### src/rtl/bpf_pkg.sv
// Package: word positions and constants of the boot reply packet header.
// Assumes positions count from 0 at the first word after the preamble.
package bpf_pkg;
    localparam logic [15:0] IX_DST0  = 16'd0;
    localparam logic [15:0] IX_TYPE  = 16'd6;
    localparam logic [15:0] IX_LEN   = 16'd8;
    localparam logic [15:0] IX_DST1  = 16'd12;
    localparam logic [15:0] IX_SOCK  = 16'd15;
    localparam logic [15:0] IX_SRC   = 16'd18;
    localparam logic [15:0] IX_BTYPE = 16'd22;
    localparam logic [15:0] IX_FILE  = 16'd25;
    localparam logic [15:0] IX_SEQ   = 16'd26;
    localparam logic [15:0] IX_PAY   = 16'd27;

    localparam logic [15:0] TYPE_BOOT   = 16'h0600;
    localparam logic [15:0] SOCK_BOOT   = 16'd65;
    localparam logic [15:0] BTYPE_REPLY = 16'd2;
    localparam logic [15:0] OVH_BYTES   = 16'd40;

    // Pick one 16-bit word of a 48-bit host ID, most significant first.
    function automatic logic [15:0] host_word(input logic [47:0] h, input logic [1:0] k);
        case (k)
            2'd0:    host_word = h[47:32];
            2'd1:    host_word = h[31:16];
            default: host_word = h[15:0];
        endcase
    endfunction
endpackage

### src/rtl/bpf_field_check.sv
// Field check: decides, for one header word at a given position, whether it
// passes. Positions with no check always pass. Assumes the caller
// supplies the accepted-packet state (first flag, captured source, next seq).
module bpf_field_check
    import bpf_pkg::*;
(
    input  logic [15:0] idx,
    input  logic [15:0] data,
    input  logic [47:0] host_id,
    input  logic [15:0] file_num,
    input  logic [15:0] exp_seq,
    input  logic        first,
    input  logic [47:0] src_ref,
    output logic        ok
);
    // Compare the word with the value its position demands.
    always_comb begin
        ok = 1'b1;
        case (idx)
            IX_DST0, IX_DST0 + 16'd1, IX_DST0 + 16'd2:
                ok = (data == host_word(host_id, 2'(idx - IX_DST0)));
            IX_DST1, IX_DST1 + 16'd1, IX_DST1 + 16'd2:
                ok = (data == host_word(host_id, 2'(idx - IX_DST1)));
            IX_SRC, IX_SRC + 16'd1, IX_SRC + 16'd2:
                ok = first || (data == host_word(src_ref, 2'(idx - IX_SRC)));
            IX_TYPE:  ok = (data == TYPE_BOOT);
            IX_LEN:   ok = (data >= OVH_BYTES);
            IX_SOCK:  ok = (data == SOCK_BOOT);
            IX_BTYPE: ok = (data == BTYPE_REPLY);
            IX_FILE:  ok = (data == file_num);
            IX_SEQ:   ok = (data == exp_seq);
            default:  ok = 1'b1;
        endcase
    end
endmodule

### src/rtl/bpf_addr_unit.sv
// Address unit: holds the committed base and forms write addresses as base
// plus the in-packet payload offset. On commit the base advances by the
// payload rounded up to a whole burst; without commit it never moves,
// which rolls back a rejected packet. Assumes ADDR_W <= 17.
module bpf_addr_unit #(
    parameter int ADDR_W    = 12,
    parameter int BURST_LG2 = 4
) (
    input  logic              clk,
    input  logic              rst_n,
    input  logic              commit,
    input  logic [15:0]       pay_words,
    input  logic [15:0]       offset,
    output logic [ADDR_W-1:0] addr_now
);
    localparam int BURST = 1 << BURST_LG2;

    logic [ADDR_W-1:0] base_q;
    logic [16:0]       padded;
    logic [16:0]       rounded;

    // Round the payload word count up to a whole number of bursts.
    always_comb begin
        padded   = {1'b0, pay_words} + 17'(BURST - 1);
        rounded  = (padded >> BURST_LG2) << BURST_LG2;
        addr_now = base_q + ADDR_W'(offset);
    end

    // Advance the committed base only for an accepted packet.
    always_ff @(posedge clk) begin
        if (!rst_n)      base_q <= '0;
        else if (commit) base_q <= base_q + ADDR_W'(rounded);
    end
endmodule

### src/rtl/boot_reply_filter.sv
// Top: word-serial filter for sequenced boot reply packets. It tracks the
// word position, runs the header checks, counts payload, writes payload
// words and gives a verdict at end-of-packet. Assumes preamble and CRC are
// handled upstream and rx_err is valid on the end-of-packet word.
module boot_reply_filter
    import bpf_pkg::*;
#(
    parameter int ADDR_W    = 12,
    parameter int BURST_LG2 = 4
) (
    input  logic              clk,
    input  logic              rst_n,
    input  logic              rx_valid,
    input  logic [15:0]       rx_data,
    input  logic              rx_eop,
    input  logic [3:0]        rx_err,
    input  logic [47:0]       host_id,
    input  logic [15:0]       file_num,
    output logic              wr_en,
    output logic [ADDR_W-1:0] wr_addr,
    output logic [15:0]       wr_data,
    output logic              pkt_good,
    output logic              file_done
);
    logic [15:0]       idx_q, len_q, pay_cnt_q, pkt_cnt_q;
    logic              bad_q;
    logic [47:0]       src_stage_q, src_cap_q;
    logic              field_ok, hdr_bad, is_pay, accept, active, first;
    logic [15:0]       pay_words, pay_cnt_nx, exp_seq;
    logic [ADDR_W-1:0] addr_now;

    bpf_field_check u_field (
        .idx      (idx_q),
        .data     (rx_data),
        .host_id  (host_id),
        .file_num (file_num),
        .exp_seq  (exp_seq),
        .first    (first),
        .src_ref  (src_cap_q),
        .ok       (field_ok)
    );

    bpf_addr_unit #(.ADDR_W(ADDR_W), .BURST_LG2(BURST_LG2)) u_addr (
        .clk       (clk),
        .rst_n     (rst_n),
        .commit    (active && accept),
        .pay_words (pay_words),
        .offset    (pay_cnt_q),
        .addr_now  (addr_now)
    );

    // Per-word decisions: payload membership and the end-of-packet verdict.
    always_comb begin
        active     = rx_valid && !file_done;
        first      = (pkt_cnt_q == 16'd0);
        exp_seq    = pkt_cnt_q + 16'd1;
        pay_words  = (len_q - OVH_BYTES) >> 1;
        hdr_bad    = bad_q || !field_ok;
        is_pay     = (idx_q >= IX_PAY) && (pay_cnt_q < pay_words);
        pay_cnt_nx = pay_cnt_q + {15'd0, is_pay};
        accept     = rx_eop && !hdr_bad && (idx_q >= IX_SEQ) &&
                     (pay_cnt_nx == pay_words) && (rx_err == 4'd0);
    end

    // Packet state, counters, source capture and registered outputs.
    always_ff @(posedge clk) begin
        if (!rst_n) begin
            idx_q       <= '0;
            len_q       <= '0;
            pay_cnt_q   <= '0;
            pkt_cnt_q   <= '0;
            bad_q       <= 1'b0;
            src_stage_q <= '0;
            src_cap_q   <= '0;
            wr_en       <= 1'b0;
            wr_addr     <= '0;
            wr_data     <= '0;
            pkt_good    <= 1'b0;
            file_done   <= 1'b0;
        end else begin
            wr_en    <= 1'b0;
            pkt_good <= 1'b0;
            if (active) begin
                wr_en   <= is_pay && !hdr_bad;
                wr_addr <= addr_now;
                wr_data <= rx_data;
                if (rx_eop) begin
                    idx_q     <= '0;
                    bad_q     <= 1'b0;
                    pay_cnt_q <= '0;
                    if (accept) begin
                        pkt_good  <= 1'b1;
                        pkt_cnt_q <= pkt_cnt_q + 16'd1;
                        if (first) src_cap_q <= src_stage_q;
                        if (pay_words == 16'd0) file_done <= 1'b1;
                    end
                end else begin
                    if (idx_q != 16'hFFFF) idx_q <= idx_q + 16'd1;
                    bad_q     <= hdr_bad;
                    pay_cnt_q <= pay_cnt_nx;
                    if (idx_q == IX_LEN) len_q <= rx_data;
                    if (idx_q >= IX_SRC && idx_q <= IX_SRC + 16'd2)
                        src_stage_q <= {src_stage_q[31:0], rx_data};
                end
            end
        end
    end
endmodule

### config.mk
export PLATFORM = sky130hd
export DESIGN_NAME = boot_reply_filter
export DESIGN_NICKNAME = d
export VERILOG_FILES = /design/src/rtl/bpf_pkg.sv /design/src/rtl/bpf_field_check.sv /design/src/rtl/bpf_addr_unit.sv /design/src/rtl/boot_reply_filter.sv
export SDC_FILE = /design/constraint.sdc
export NUM_CORES = 1
export LEC_CHECK = 0
export ABC_AREA = 1
export BUFFER_PORTS_ARGS = -buffer_cell sky130_fd_sc_hd__buf_4
export CAP_MARGIN = 20
export CORE_MARGIN = 2
export CORE_UTILIZATION = 54
export DETAILED_ROUTE_END_ITERATION = 8
export PLACE_DENSITY = 0.77
export SLEW_MARGIN = 20
export SYNTH_ARGS = -nofsm -noshare
export SYNTH_HDL_FRONTEND = slang
export SYNTH_SLANG_ARGS = --single-unit
### constraint.sdc
create_clock -name clk -period 4.8 [get_ports clk]
set_input_delay 0.72 -clock clk [delete_from_list [all_inputs] [get_ports clk]]
set_output_delay 0.72 -clock clk [all_outputs]
set_load 0.005 [all_outputs]
=== Word-level counts from Yosys, hierarchy flattened ===
Cells that the tools add are included.

* Flip-flop bits (word level): 204
* Bits in latches: 0
* Bits in writable memories: 0
* ROM bits: 0
* Input port bits: 88
* Output and inout port bits: 31
* Logic and storage cells: 101
* Memories kept: 0

* Add/sub/neg operators: 9
* Multipliers: 0
* Divide/modulo/power cells: 0
* Magnitude comparators: 6
* Equality and inequality tests: 27
* Shift operators: 0
* Multiplexer cells: 12
* Bitwise logic cells: 1
* Reductions and logical operators: 33

{| class="wikitable"
|+ Operators with widths
! operator !! number
|-
| 16-bit by 5-bit equality test with 1-bit output, second input constant || 6
|-
| 16-bit 2-to-1 mux || 6
|-
| 16-bit case mux with 2 select lines || 3
|-
| 16-bit equality test || 5
|-
| 16-bit by 4-bit equality test with 1-bit output, second input constant || 5
|-
| 16-bit by 5-bit >= comparator with 1-bit output, second input constant || 3
|-
| 16-bit zero test || 3
|-
| 16-bit by 1-bit adder with 16-bit output, second input constant || 2
|-
| 16-bit by 2-bit equality test with 1-bit output, second input constant || 2
|-
| 12-bit adder || 2
|-
| 16-bit by 1-bit adder with 16-bit output || 1
|-
| 16-bit by 1-bit equality test with 1-bit output, second input constant || 1
|-
| 16-bit by 11-bit equality test with 1-bit output, second input constant || 1
|-
| 16-bit by 15-bit equality test with 1-bit output || 1
|-
| 16-bit by 3-bit equality test with 1-bit output, second input constant || 1
|-
| 16-bit by 7-bit equality test with 1-bit output, second input constant || 1
|-
| 16-bit by 6-bit >= comparator with 1-bit output, second input constant || 1
|-
| 16-bit by 5-bit <= comparator with 1-bit output, second input constant || 1
|-
| 16-bit by 15-bit < comparator with 1-bit output || 1
|-
| 16-bit != test, second input constant || 1
|-
| 16-bit by 6-bit subtractor with 16-bit output, second input constant || 1
|-
| 12-bit by 4-bit adder with 12-bit output, second input constant || 1
|-
| 3-bit AND reduction || 4
|-
| 1-bit logical AND || 9
|-
| 14 further kinds || 26
|}

=== Depth between registers and ports, before layout ===
Gate-level depths: netlist of the first run.

* Depth in word-level cells: 15
* Depth in mapped cells: 35
* Depth with buffers taken out: 34

=== Cells and area by module ===
From an unflattened synthesis of the first run, not the netlist that was laid out.

* Cell total of the unflattened synthesis: 1,928
* Area, all modules: 12,014.0 um^2

{| class="wikitable"
|+ By module, submodules not included
! module !! times used !! cells each !! area an instance (um^2) !! seq. area each (um^2)
|-
| boot_reply_filter || 1 || 1,357 || 9,054.9 || 3,823.7
|-
| bpf_field_check || 1 || 402 || 1,878.1 || 0.0
|-
| bpf_addr_unit || 1 || 169 || 1,081.0 || 160.2
|}

=== Worst setup path after synthesis of the first run ===
OpenSTA, ideal clock, no wires.

* Path type: flip-flop to flip-flop
* From: register len_q[3]
* To: register src_cap_q[10]
* Library setup time: 0.131 ns
* Arrival: 4.423 ns
* Required time: 4.669 ns
* Path slack: 0.246 ns
* Cell stages (with the launch flop): 32
* Buffers on the path: 2
* Clock period less this slack: 4.554 ns
* Path through: dfxtp_1 > inv_1 > ha_1 > inv_1 > a21oi_1 > xor2_1 > ha_1 > nand2_1 > inv_1 > nand3_1 > a21oi_1 > o21ai_0 > nand3b_1 > o221ai_1 > o211ai_1 > nand3_1 > a21oi_1 > nor2_1 > ha_1 > nand3_1 > nor2_1 > nand3_1 > nor2_1 > nand3_1 > xor2_1 > nand4_1 > nor3_2 > nand4_4 > buf_6 > buf_2 > nor2_1 > nor3b_1

* Word-level cells in the longest chain between the ends: 8

{| class="wikitable"
|+ RTL lines
! item !! line !! text
|-
| from (decl) || boot_reply_filter.sv:25 || <nowiki>logic [15:0] idx_q, len_q, pay_cnt_q, pkt_cnt_q;</nowiki>
|-
| from (signal assigned) || boot_reply_filter.sv:101 || <nowiki>if (idx_q == IX_LEN) len_q <= rx_data;</nowiki>
|-
| 16-bit by 6-bit subtractor with 16-bit output * || boot_reply_filter.sv:57 || <nowiki>pay_words = (len_q - OVH_BYTES) >> 1;</nowiki>
|-
| 16-bit by 15-bit < comparator with 1-bit output || boot_reply_filter.sv:59 || <nowiki>is_pay = (idx_q >= IX_PAY) && (pay_cnt_q < pay_words);</nowiki>
|-
| 1-bit logical AND || boot_reply_filter.sv:59 ||
|-
| 16-bit by 1-bit adder with 16-bit output || boot_reply_filter.sv:60 || <nowiki>pay_cnt_nx = pay_cnt_q + {15'd0, is_pay};</nowiki>
|-
| 16-bit by 15-bit equality test with 1-bit output * || boot_reply_filter.sv:62 || <nowiki>(pay_cnt_nx == pay_words) && (rx_err == 4'd0);</nowiki>
|-
| 1-bit logical AND * || boot_reply_filter.sv:61 || <nowiki>accept = rx_eop && !hdr_bad && (idx_q >= IX_SEQ) &&</nowiki>
|-
| 1-bit logical AND * || boot_reply_filter.sv:62 ||
|-
| 4-bit AND reduction (no source line) * || - ||
|-
| to (signal assigned) || boot_reply_filter.sv:94 || <nowiki>if (first) src_cap_q <= src_stage_q;</nowiki>
|-
| to (decl) || boot_reply_filter.sv:27 || <nowiki>logic [47:0] src_stage_q, src_cap_q;</nowiki>
|}

Every way passes the cells marked *; elsewhere a longest branch is shown, timed or not.
A chain may end at the register's enable or synchronous reset.

=== Final worst setup path of the first run ===
* From: register len_q[4]
* To: register src_cap_q[7]

The elaborated chain is that of the path after synthesis.

==> results.tsv, run 1 <==
stage	metric	value	unit
timing	time the worst path needs with I/O delays and setup	4950	ps
setup_path	type of the worst setup path	register to register	
synthesis	number of distinct standard cells referenced by the synthesized netlist	51	
detailed_routing	Detailed Route Iter0 Violations	1301	
clock_network	number of buffers added by the clock tree synthesis step	17	
synthesis	top cells by area in the synthesized netlist	sky130_fd_sc_hd__dfxtp_1, sky130_fd_sc_hd__nand2_1, sky130_fd_sc_hd__inv_1	
synthesis	number of flops mapped to enable cells by yosys	0	
synthesis	post-synthesis cell area	11600	um^2
power	P_int	2560	uW
synthesis	average instance area after synthesis	6.67	um^2
setup_path	crit end category	register	
timing	Final Cycle Share	1.03	
detailed_routing	final antenna-violating net count	0	
timing	Min Hold Slack	461	ps
finish	share of final-layout standard cells stronger than drive strength 1	0.166	
setup_path	startpoint type of the worst setup path	register	
detailed_routing	final routed DRC violation total	0	
timing	Setup Skew	15.7	ps
finish	Final Util	0.670	
grt	wire length of the first global-routing pass	56.2	mm
synthesis	number of synthesis warnings	0	
clock_network	largest buffer count on any clock path	2	
die	Horiz. Die Dim	151	um
power	worst vdd ir	0.239	mV
clock_network	CTS tree	done	
placed_design	Post-DP HPWL	24.7	mm
synthesis	Main synth FF type	sky130_fd_sc_hd__dfxtp_1	
die	die footprint	22700	um^2
synthesis	fraction of the yosys area taken by sequential cells	0.342	
clock_network	maximum level of the CTS H-tree	4	
die	effective utilization at floorplan	0.552	
outcome	run status	finished with violations	
placed_design	Post-Place Cell Area	12700	um^2
power	part of the total power dissipated in sequential elements	0.476	
power	Combinational Power Share	0.090	
synthesis	synthesis-stage register bit count	199	
synthesis	number of nets in the synthesized netlist	1868	
timing	worst max-slew margin expressed relative to the limit	0.355	
timing	Worst Max-Slew Pin Slew	967	ps
finish	net count reported at finish	1977	
placed_design	final weighted congestion in routability-driven placement	0.952	
synthesis	portion of synthesized cell area occupied by the leading cell type	0.342	
die	placeable core region	21100	um^2
synthesis	Mapped Cells	1745	
synthesis	cell taking the most area after synthesis	sky130_fd_sc_hd__dfxtp_1	
detailed_routing	first-pass detailed-route iteration total	5	
timing	setup slack of the critical path after layout	-154	ps
power	share of power burned in the clock network	0.434	
grt	gr usage total	0.315	
timing	Final Max Tran Viols	0	
finish	final std cell area, no fill	14100	um^2
clock_network	clock insertion delay at the later pin of the skew report	450	ps
worst_hold_path	class of the most critical hold timing path	register to register	
timing	Setup-failing EPs final	48	
timing	final hold viol count	0	
grt	total global routing overflow	0	
clock_network	clock root buffer	sky130_fd_sc_hd__clkbuf_16	
detailed_routing	via count	12163	
grt	number of global-route vias before repair	11158	
setup_path	required time reported for the critical path endpoint	5080	ps
setup_path	CP max stage delay	340	ps
setup_path	Critical path origin	len_q[4]	
power	ratio of total power to cell area	249	nW/um^2
timing	setup repair after global routing missed its margin	yes	
die	die height	151	um
synthesis	share of synthesized registers carrying an async set or reset	0	
die	io pins	119	
detailed_routing	detail-routed via count per cell	5.68	
setup_path	Max stage delay cell, worst path	sky130_fd_sc_hd__dfxtp_2	
die	count of standard-cell rows	53	
placed_design	number of buffer cells added on primary ports	118	
timing	maximum achievable frequency	0.202	GHz
power	share of total power consumed by net switching	0.271	
detailed_routing	detailed-route wire length per cell	17.5	um
grt	number of antenna violations at the first check in global routing	1	
power	Sw Pwr	951	uW
setup_path	biggest fanout along the worst timing path	12	
finish	P&R area growth vs syn	21.3	%
outcome	failing checks	negative setup slack	
grt	maximum number of pins on one net before global-route repair	97	
detailed_routing	final WL	37.4	mm
setup_path	startpoint of the most critical register-to-register path	len_q[4]	
setup_path	arrival time at the worst endpoint	5240	ps
clock_network	clock-pin slew on the worst setup and hold paths	90	ps
job	maxcap violations	0	
clock_network	TritonCTS Sinks	199	
power	Leak	0.00645	uW
worst_hold_path	worst min-delay path startpoint	src_stage_q[3]	
## timing repair
| item | in CTS | in global routing |
|---|---|---|
| setup endpoints to repair | 72 | 74 |
| hold buffers | 0 | 0 |
| buffers inserted | 5 | 9 |
| pin swaps | 6 | 26 |
| gates cloned | 3 | 6 |
| gates resized for setup | 16 | 104 |
## flip-flops by register name, indices dropped and copies added (netlist names)
register,cells
bad_q,1
pkt_good,1
wr_addr,12
src_stage_q,48
pkt_cnt_q,16
wr_en,1
src_cap_q,48
file_done,1
len_q,15
u_addr.base_q,8
wr_data,16
idx_q,16
pay_cnt_q,16
## layout make-up
cell class	instances	area (um^2)
Antenna cell	1	2.50
Clock buffer	18	439
Clock inverter	14	191
Fill cell	1795	6970
Inverter	240	901
Multi-Input combinational cell	1232	6820
Sequential cell	199	3990
Tap cell	275	344
Timing Repair Buffer	164	1430
## power by group through the flow
| stage | sequential (uW) | combinational [uW] | clock [uW] |
|---|---|---|---|
| after floorplan | 1710 | 156 | 0 |
| after global placement | 1710 | 305 | 0 |
| after detailed placement | 1710 | 309 | 0 |
| after CTS | 1670 | 310 | 1540 |
| after global routing | 1680 | 342 | 1600 |
| final | 1670 | 317 | 1520 |
## worst paths after layout
check / end / slack, ps / depth (start not counted)
hold / removal: src_stage_q[19] / 460 / 2
hold reg to reg: src_stage_q[19] / 460 / 2
setup / recovery: src_cap_q[7] / -150 / 32
setup reg to reg: src_cap_q[7] / -150 / 32
## per-stage QoR
stage | cells | worst slack [ps] | TNS (ps) | total power (uW)
after floorplan | 1745 | 246 | 0 | 1870
after global placement | 2087 | 156 | 0 | 2020
after detailed placement | 2087 | -31.6 | -132 | 2020
after CTS | 2127 | 6.18 | 0 | 3520
after global routing | 2142 | -430 | -21740 | 3610
final | 2143 | -154 | -3710 | 3510
## cells in the final DEF (no fill, tap or decap), drive strengths merged, types with 33 or more instances in the layout
master  Yosys  final
a21oi     167    167
inv       238    244
nand2     318    318
nand3     133    133
dfxtp     199    199
xor2       51     51
nor2      219    219
o21ai     142    142
buf        29    159
ha         33     33
nor3b      49     49
## synthesized netlist by cell type (2+ instances only)
cell type                   number
sky130_fd_sc_hd__inv_2           4
sky130_fd_sc_hd__nand4_1        21
sky130_fd_sc_hd__nand2_1       314
sky130_fd_sc_hd__a211oi_1        5
sky130_fd_sc_hd__o221ai_1        3
sky130_fd_sc_hd__clkbuf_1       45
sky130_fd_sc_hd__a22oi_1         8
sky130_fd_sc_hd__xnor2_1         6
sky130_fd_sc_hd__xor2_1         50
sky130_fd_sc_hd__nand4_4         2
sky130_fd_sc_hd__nand2_2         4
sky130_fd_sc_hd__o22ai_1        10
sky130_fd_sc_hd__a22o_1         10
sky130_fd_sc_hd__nor3_1         17
sky130_fd_sc_hd__nor2_1        211
sky130_fd_sc_hd__o21a_1          3
sky130_fd_sc_hd__nor3_2          2
sky130_fd_sc_hd__nor2_2          5
sky130_fd_sc_hd__inv_1         234
sky130_fd_sc_hd__nand3b_1        3
sky130_fd_sc_hd__o2111ai_1       2
sky130_fd_sc_hd__nor4_1          7
sky130_fd_sc_hd__nor3b_1        49
sky130_fd_sc_hd__buf_4           2
sky130_fd_sc_hd__buf_2          19
sky130_fd_sc_hd__a31oi_1         4
sky130_fd_sc_hd__a21oi_1       167
sky130_fd_sc_hd__buf_1           4
sky130_fd_sc_hd__clkinv_1        2
sky130_fd_sc_hd__buf_6           4
sky130_fd_sc_hd__ha_1           33
sky130_fd_sc_hd__nor2_4          3
sky130_fd_sc_hd__or2_2           5
sky130_fd_sc_hd__nand3_1       131
sky130_fd_sc_hd__dfxtp_1       199
sky130_fd_sc_hd__fa_1            2
sky130_fd_sc_hd__o21ai_0       141
## worst max-delay path, delay by kind of cell (launching register included)
| family | cells | cell delay [ps] |
|---|---|---|
| buf+inv | 6 | 750 |
| flops | 1 | 340 |
| compound gates | 6 | 630 |
| xor+xnor | 3 | 640 |
| simple gates | 14 | 1740 |
| fa+ha+maj | 3 | 680 |
## cell families after synthesis
logic type	synth area share
and+or+nand+nor	0.300
AOI/OAI and AO/OA	0.168
buffers and inverters	0.107
DFF	0.342
xor gates and xnor gates	0.0435
adders and majority gates	0.0389
## per-layer routing
metal | up-vias | GRT usage | wire [um]
li1 | 5910 | - | -
met1 | 5595 | 0.395 | 14900
met2 | 528 | 0.523 | 17700
met3 | 130 | 0.0527 | 3000
met4 | 0 | 0.162 | 1810
met5 | - | 0 | 0
Power figures use the tool's default switching activity.
==> run 2: changes to the inputs <==
- PLACE_DENSITY: 0.77 -> 0.87
- REMOVE_ABC_BUFFERS: not set -> 1
==> run 2 against run 1 <==
Net effect: the run ends with design-rule violations, negative setup slack left; combinational power hardly changed; clock power hardly changed; largest cell class unchanged; highest routed layer unchanged; power is 0.79% lower; die area stayed put; sequential share of layout area is 0.36 points lower; critical endpoint is now src_cap_q[17]; fmax is 3.1% higher.
==> results.tsv, run 2 (same netlist as run 1, synthesis figures left out) <==
stage	metric	value	unit	change
outcome	run status	finished with violations		unchanged
outcome	failing checks	design-rule violations, negative setup slack		was negative setup slack
worst_hold_path	worst hold path depth	2		unchanged
finish	area used by multi-input combinational logic	6920	um^2	was 6820 um^2
setup_path	worst reg-to-reg setup slack	-3	ps	was -150 ps
grt	maximum number of pins on one net before global-route repair	97		unchanged
placed_design	dpl cells	2094		was 2087
clock_network	clock insertion delay at the later pin of the skew report	450	ps	about the same
timing	Final Cycle Share	1.00		was 1.03
clock_network	clock-pin slew on the worst setup and hold paths	80	ps	was 90 ps
placed_design	number of buffer cells added on primary ports	118		unchanged
die	count of standard-cell rows	53		unchanged
die	die height	151	um	unchanged
die	Horiz. Die Dim	151	um	unchanged
job	maxcap violations	0		unchanged
setup_path	required time reported for the critical path endpoint	5100	ps	was 5080 ps
timing	Setup Skew	12.6	ps	was 15.7 ps
placed_design	final weighted congestion in routability-driven placement	0.956		was 0.952
finish	Seq. cell area	3990	um^2	unchanged
power	worst vdd ir	0.229	mV	was 0.239 mV
power	Sw Pwr	920	uW	was 951 uW
grt	gr usage total	0.319		was 0.315
worst_hold_path	class of the most critical hold timing path	register to register		unchanged
finish	most frequent cells in the layout	sky130_fd_sc_hd__nand2_1, sky130_fd_sc_hd__inv_1, sky130_fd_sc_hd__dfxtp_1		unchanged
detailed_routing	first-pass detailed-route iteration total	9		was 5
clock_network	number of buffers added by the clock tree synthesis step	17		unchanged
setup_path	crit end category	register		unchanged
die	placeable core region	21100	um^2	unchanged
power	part of the total power dissipated in sequential elements	0.480		was 0.476
detailed_routing	final antenna-violating net count	0		unchanged
setup_path	biggest fanout along the worst timing path	7		was 12
finish	post-route insts no fill	2159		was 2143
grt	total global routing overflow	0		unchanged
finish	Final Util	0.678		was 0.670
clock_network	clock root buffer	sky130_fd_sc_hd__clkbuf_16		unchanged
setup_path	type of the worst setup path	register to register		unchanged
clock_network	maximum level of the CTS H-tree	4		unchanged
timing	Worst Max-Slew Pin Slew	838	ps	was 967 ps
grt	number of global-route vias before repair	11648		was 11158
finish	number of filler instances in the final layout	1679		was 1795
detailed_routing	via count	12422		was 12163
setup_path	startpoint type of the worst setup path	register		unchanged
timing	worst max-slew margin expressed relative to the limit	0.441		was 0.355
timing	Min Hold Slack	465	ps	was 461 ps
power	share of total power consumed by net switching	0.264		was 0.271
clock_network	largest buffer count on any clock path	2		unchanged
die	io pins	119		unchanged
worst_hold_path	worst min-delay path startpoint	src_stage_q[4]		was src_stage_q[3]
clock_network	quantity of hold-fixing buffers added after cts	0		unchanged
finish	net count reported at finish	1994		was 1977
detailed_routing	Detailed Route Iter0 Violations	1204		was 1301
timing	Final Max Tran Viols	0		unchanged
setup_path	arrival time at the worst endpoint	5100	ps	was 5240 ps
setup_path	Reg-to-Reg End	src_cap_q[17]		was src_cap_q[7]
clock_network	TritonCTS Sinks	199		unchanged
setup_path	cell repeated most along the worst path	sky130_fd_sc_hd__nand2_1		
power	Leak	0.00653	uW	was 0.00645 uW
worst_hold_path	worst hold path endpoint	src_stage_q[20]		was src_stage_q[19]
finish	share of final-layout standard cells stronger than drive strength 1	0.182		was 0.166
timing	final hold viol count	0		unchanged
clock_network	CTS tree	done		unchanged
grt	number of antenna violations at the first check in global routing	0		was 1
timing	time the worst path needs with I/O delays and setup	4800	ps	was 4950 ps
timing	maximum achievable frequency	0.208	GHz	was 0.202 GHz
power	Combinational Power Share	0.090		about the same
timing	Setup-failing EPs final	1		was 48
detailed_routing	detail-routed via count per cell	5.75		was 5.68
setup_path	CP max stage delay	360	ps	was 340 ps
power	P_int	2570	uW	was 2560 uW
finish	most common cell after layout, fill and taps aside	sky130_fd_sc_hd__nand2_1		unchanged
finish	Ant. Diodes	0		was 1
finish	P&R area growth vs syn	22.9	%	was 21.3%
power	ratio of total power to cell area	244	nW/um^2	was 249 nW/um^2
setup_path	Max stage delay cell, worst path	sky130_fd_sc_hd__dfxtp_2		unchanged
setup_path	startpoint of the most critical register-to-register path	len_q[3]		was len_q[4]
finish	largest registers ranked by flip-flop count	src_cap_q: 48 flops, src_stage_q: 48 flops		unchanged
detailed_routing	final routed DRC violation total	1		was 0
power	share of power burned in the clock network	0.430		was 0.434
die	effective utilization at floorplan	0.552		unchanged
detailed_routing	final WL	37.1	mm	was 37.4 mm
detailed_routing	detailed-route wire length per cell	17.2	um	was 17.5 um
grt	wire length of the first global-routing pass	57.3	mm	was 56.2 mm
placed_design	Post-DP HPWL	24.1	mm	was 24.7 mm
setup_path	worst-case reg-to-reg path depth	32		unchanged
timing	setup repair after global routing missed its margin	yes		unchanged
die	die footprint	22700	um^2	unchanged
timing	setup slack of the critical path after layout	-2.78	ps	was -154 ps
==> run 2: worst max path at each step <==
stage                  start             end  slack (ps)  depth (start not counted)
floorplan           rx_valid  src_stage_q[0]       -2150                          6
global placement    len_q[3]    pkt_cnt_q[0]         140                         31
detailed placement  len_q[4]    pkt_cnt_q[0]        -110                         33
CTS                 len_q[4]    src_cap_q[9]         -50                         33
global route        len_q[3]    pkt_cnt_q[4]        -280                         35
finish              len_q[3]   src_cap_q[17]          -3                         32
==> run 2: cell type report <==
cell class | instances | area share
well taps | 275 | 0.0241
repair buffers | 181 | 0.107
clock inverters | 12 | 0.0107
clock buffers | 20 | 0.0319
multi-input cells | 1232 | 0.484
inverters | 240 | 0.0632
flip-flops and latches | 199 | 0.279
==> run 2: per-stage QoR <==
stage | worst slack (ps) | setup TNS [ps] | instance area [um^2] | total power, uW
after detailed placement | -109 | -2800 | 12800 | 2020
after CTS | -54.5 | -1040 | 13900 | 3470
after global placement | 138 | 0 | 12800 | 2010
final | -2.78 | -2.78 | 14300 | 3490
after floorplan | -2150 | -116480 | 11300 | 1850
after global routing | -280 | -15040 | 14300 | 3580
==> run 2: worst max-delay path: cells and delay by family, from the launching register on <==
family | cells | cell delay, ps
buffers and inverters | 7 | 860
DFF | 1 | 360
and+or+nand+nor | 16 | 1870
xor gates and xnor gates | 2 | 460
AOI/OAI and AO/OA | 4 | 380
adders and majority gates | 3 | 700
==> run 2: routing by layer <==
metal	up-vias	share of wire	wire length [um]	GRT usage
met4	0	0.043	1580	0.143
met3	126	0.088	3260	0.0672
met1	5717	0.39	14600	0.396
li1	5935	-	-	-
met5	-	0	0	0
met2	644	0.48	17600	0.533
==> run 2: power by group through the flow <==
stage	combinational, uW	sequential [uW]	clock, uW
2_1_floorplan	141	1710	0
3_3_place_gp	299	1710	0
3_5_place_dp	303	1710	0
4_1_cts	305	1670	1500
5_1_grt	340	1680	1570
6_report	314	1670	1500
==> run 2: repair_timing <==
action | CTS | global route
endpoints found under the setup margin | 73 | 74
gates cloned | 5 | 2
gates resized for setup | 82 | 63
pin swaps | 20 | 30
setup buffers | 12 | 16
==> run 3: changes to the inputs <==
- SYNTH_HIERARCHICAL: not set -> 1
==> run 3 against run 2 <==
Net effect: the run now ends clean; synthesized cell count rose by 10%; critical path depth rose by 1; fmax rose by 10%; clock skew rose by 10 ps; utilization fell by 4.8 points; register-to-register slack improved by 450 ps; cell count rose by 6.7%; worst hold slack got worse by 3.0 ps; wire length fell by 7.5%; clock-buffer cell count fell by 3; via count barely moved; design area fell by 3.9%.
==> results.tsv, run 3 <==
stage	metric	value	unit	change
timing	Worst Max-Slew Pin Slew	834	ps	was 838 ps
timing	Final Cycle Share	0.906		was 1.00
grt	maximum number of pins on one net before global-route repair	158		was 97
placed_design	dpl cells	2270		was 2094
clock_network	clock-pin slew on the worst setup and hold paths	100	ps	was 80 ps
setup_path	Buffers & Inverters on Critical Path	8		was 7
finish	most frequent cells in the layout	sky130_fd_sc_hd__nand2_1, sky130_fd_sc_hd__nor2_1, sky130_fd_sc_hd__inv_1		was sky130_fd_sc_hd__nand2_1, sky130_fd_sc_hd__inv_1, sky130_fd_sc_hd__dfxtp_1
clock_network	TritonCTS Sinks	199		unchanged
grt	wire length of the first global-routing pass	56.1	mm	was 57.3 mm
setup_path	worst reg-to-reg setup slack	450	ps	was -3 ps
finish	largest registers ranked by flip-flop count	src_cap_q: 48 flops, src_stage_q: 48 flops		unchanged
setup_path	CP max stage delay	370	ps	was 360 ps
timing	Final Max Tran Viols	0		unchanged
finish	post-route insts no fill	2303		was 2159
setup_path	type of the worst setup path	register to register		unchanged
placed_design	final weighted congestion in routability-driven placement	0.971		was 0.956
detailed_routing	first-pass detailed-route iteration total	6		was 9
detailed_routing	detail-routed via count per cell	5.39		was 5.75
power	share of total power consumed by net switching	0.277		was 0.264
setup_path	cell repeated most along the worst path	sky130_fd_sc_hd__nand2_1		unchanged
setup_path	crit end category	register		unchanged
setup_path	Max stage delay cell, worst path	sky130_fd_sc_hd__dfxtp_1		was sky130_fd_sc_hd__dfxtp_2
finish	share of final-layout standard cells stronger than drive strength 1	0.106		was 0.182
die	die height	153	um	was 151 um
power	total power of the final layout	3480	uW	was 3490 uW
timing	time the worst path needs with I/O delays and setup	4350	ps	was 4800 ps
job	maxcap violations	0		unchanged
detailed_routing	detailed-route wire length per cell	14.9	um	was 17.2 um
setup_path	cell class contributing the biggest share of worst-path delay	simple AND/OR/NAND/NOR gates		unchanged
synthesis	number of synthesis warnings	6		was 0
die	die footprint	23500	um^2	was 22700 um^2
synthesis	post-synthesis cell area	12000	um^2	was 11600 um^2
power	share of power burned in the clock network	0.438		was 0.430
timing	final hold viol count	0		unchanged
clock_network	largest buffer count on any clock path	2		unchanged
finish	most common cell after layout, fill and taps aside	sky130_fd_sc_hd__nand2_1		unchanged
placed_design	number of buffer cells added on primary ports	118		unchanged
clock_network	quantity of hold-fixing buffers added after cts	0		unchanged
power	Combinational Power Share	0.080		was 0.090
detailed_routing	final antenna-violating net count	0		unchanged
detailed_routing	final WL	34.3	mm	was 37.1 mm
die	io pins	119		unchanged
timing	Setup Skew	22.8	ps	was 12.6 ps
power	Sw Pwr	963	uW	was 920 uW
synthesis	average instance area after synthesis	6.23	um^2	was 6.67 um^2
placed_design	Post-DP HPWL	24.7	mm	was 24.1 mm
setup_path	biggest fanout along the worst timing path	12		was 7
timing	maximum achievable frequency	0.230	GHz	was 0.208 GHz
synthesis	Mapped Cells	1927		was 1745
die	count of standard-cell rows	54		was 53
setup_path	required time reported for the critical path endpoint	5160	ps	was 5100 ps
outcome	run status	completed		was finished with violations
power	ratio of total power to cell area	253	nW/um^2	was 244 nW/um^2
finish	Ant. Diodes	0		unchanged
power	Leak	0.00689	uW	was 0.00653 uW
die	placeable core region	21800	um^2	was 21100 um^2
die	Horiz. Die Dim	153	um	was 151 um
setup_path	stages on the worst setup path	33		was 32
timing	Setup-failing EPs final	0		was 1
timing	setup slack of the critical path after layout	449	ps	was -2.78 ps
power	P_int	2510	uW	was 2570 uW
clock_network	number of buffers added by the clock tree synthesis step	17		unchanged
grt	number of antenna violations at the first check in global routing	0		unchanged
setup_path	arrival time at the worst endpoint	4710	ps	was 5100 ps
die	effective utilization at floorplan	0.550		was 0.552
setup_path	startpoint type of the worst setup path	register		unchanged
worst_hold_path	class of the most critical hold timing path	register to register		unchanged
grt	total global routing overflow	0		unchanged
timing	setup repair after global routing missed its margin	no		was yes
clock_network	maximum level of the CTS H-tree	4		unchanged
setup_path	worst-case reg-to-reg path depth	33		was 32
detailed_routing	Detailed Route Iter0 Violations	1197		was 1204
grt	number of global-route vias before repair	11518		was 11648
power	worst vdd ir	0.216	mV	was 0.229 mV
power	part of the total power dissipated in sequential elements	0.482		was 0.480
detailed_routing	final routed DRC violation total	0		was 1
timing	worst max-slew margin expressed relative to the limit	0.442		was 0.441
clock_network	clock insertion delay at the later pin of the skew report	460	ps	was 450 ps
clock_network	clock root buffer	sky130_fd_sc_hd__clkbuf_16		unchanged
detailed_routing	via count	12415		was 12422
worst_hold_path	worst hold path depth	2		unchanged
placed_design	pre-CTS setup slack	282	ps	was -109 ps
finish	number of filler instances in the final layout	1992		was 1679
finish	P&R area growth vs syn	14.5	%	was 22.9%
grt	gr usage total	0.290		was 0.319
finish	net count reported at finish	2132		was 1994
clock_network	CTS tree	done		unchanged
-- run 3: path summary, 6_finish.rpt --
path | start | to
max | len_q[3] | u_addr/base_q[10]
min | src_stage_q[22] | src_stage_q[38]
max reg2reg | len_q[3] | u_addr/base_q[10]
min reg2reg | src_stage_q[22] | src_stage_q[38]
-- run 3: timing repair --
item                                    CTS  global route
endpoints found under the setup margin    0            39
endpoints found under the hold margin     0             0
setup buffers                             0             1
gates resized for setup                   0            11
-- run 3: power by group through the flow --
stage                     Sequential (uW)  Clock [uW]  Combinational, uW
after detailed placement             1710           0                273
after CTS                            1680        1530                275
after global routing                 1680        1600                306
after global placement               1710           0                269
final                                1680        1520                278
after floorplan                      1710           0                117
-- run 3: stage by stage --
stage                     hold slack [ps]  TNS (ps)   util  area [um^2]
after floorplan                       433   -166710      -        11600
after global routing                  484         0  0.630        13700
after CTS                             463         0  0.628        13700
after detailed placement              450         0  0.599        13100
after global placement                446         0  0.599        13100
final                                 462         0  0.630        13700
-- run 3: worst min-delay path, delay by kind of cell, from the launching register on --
kind | cells | cell delay (ps)
DFF | 1 | 330
buffers and inverters | 1 | 50
AOI/OAI and AO/OA | 1 | 50
-- run 3: per-layer routing --
layer  vias up  track usage  share of wire
met3        74       0.0445          0.069
met1      5632        0.386           0.43
met4         0       0.0904          0.028
li1       6228            -              -
met5         -            0              0
met2       481        0.486           0.47
-- run 3: final cells by class --
type	count	area, um^2	share of cell area
sequential	199	3980	0.290
tap	280	350	0.0255
timing repair buffer	138	1080	0.0784
multi-input combinational	1362	6610	0.480
inverter	292	1100	0.0799
clock inverter	15	209	0.0152
clock buffer	17	425	0.0309
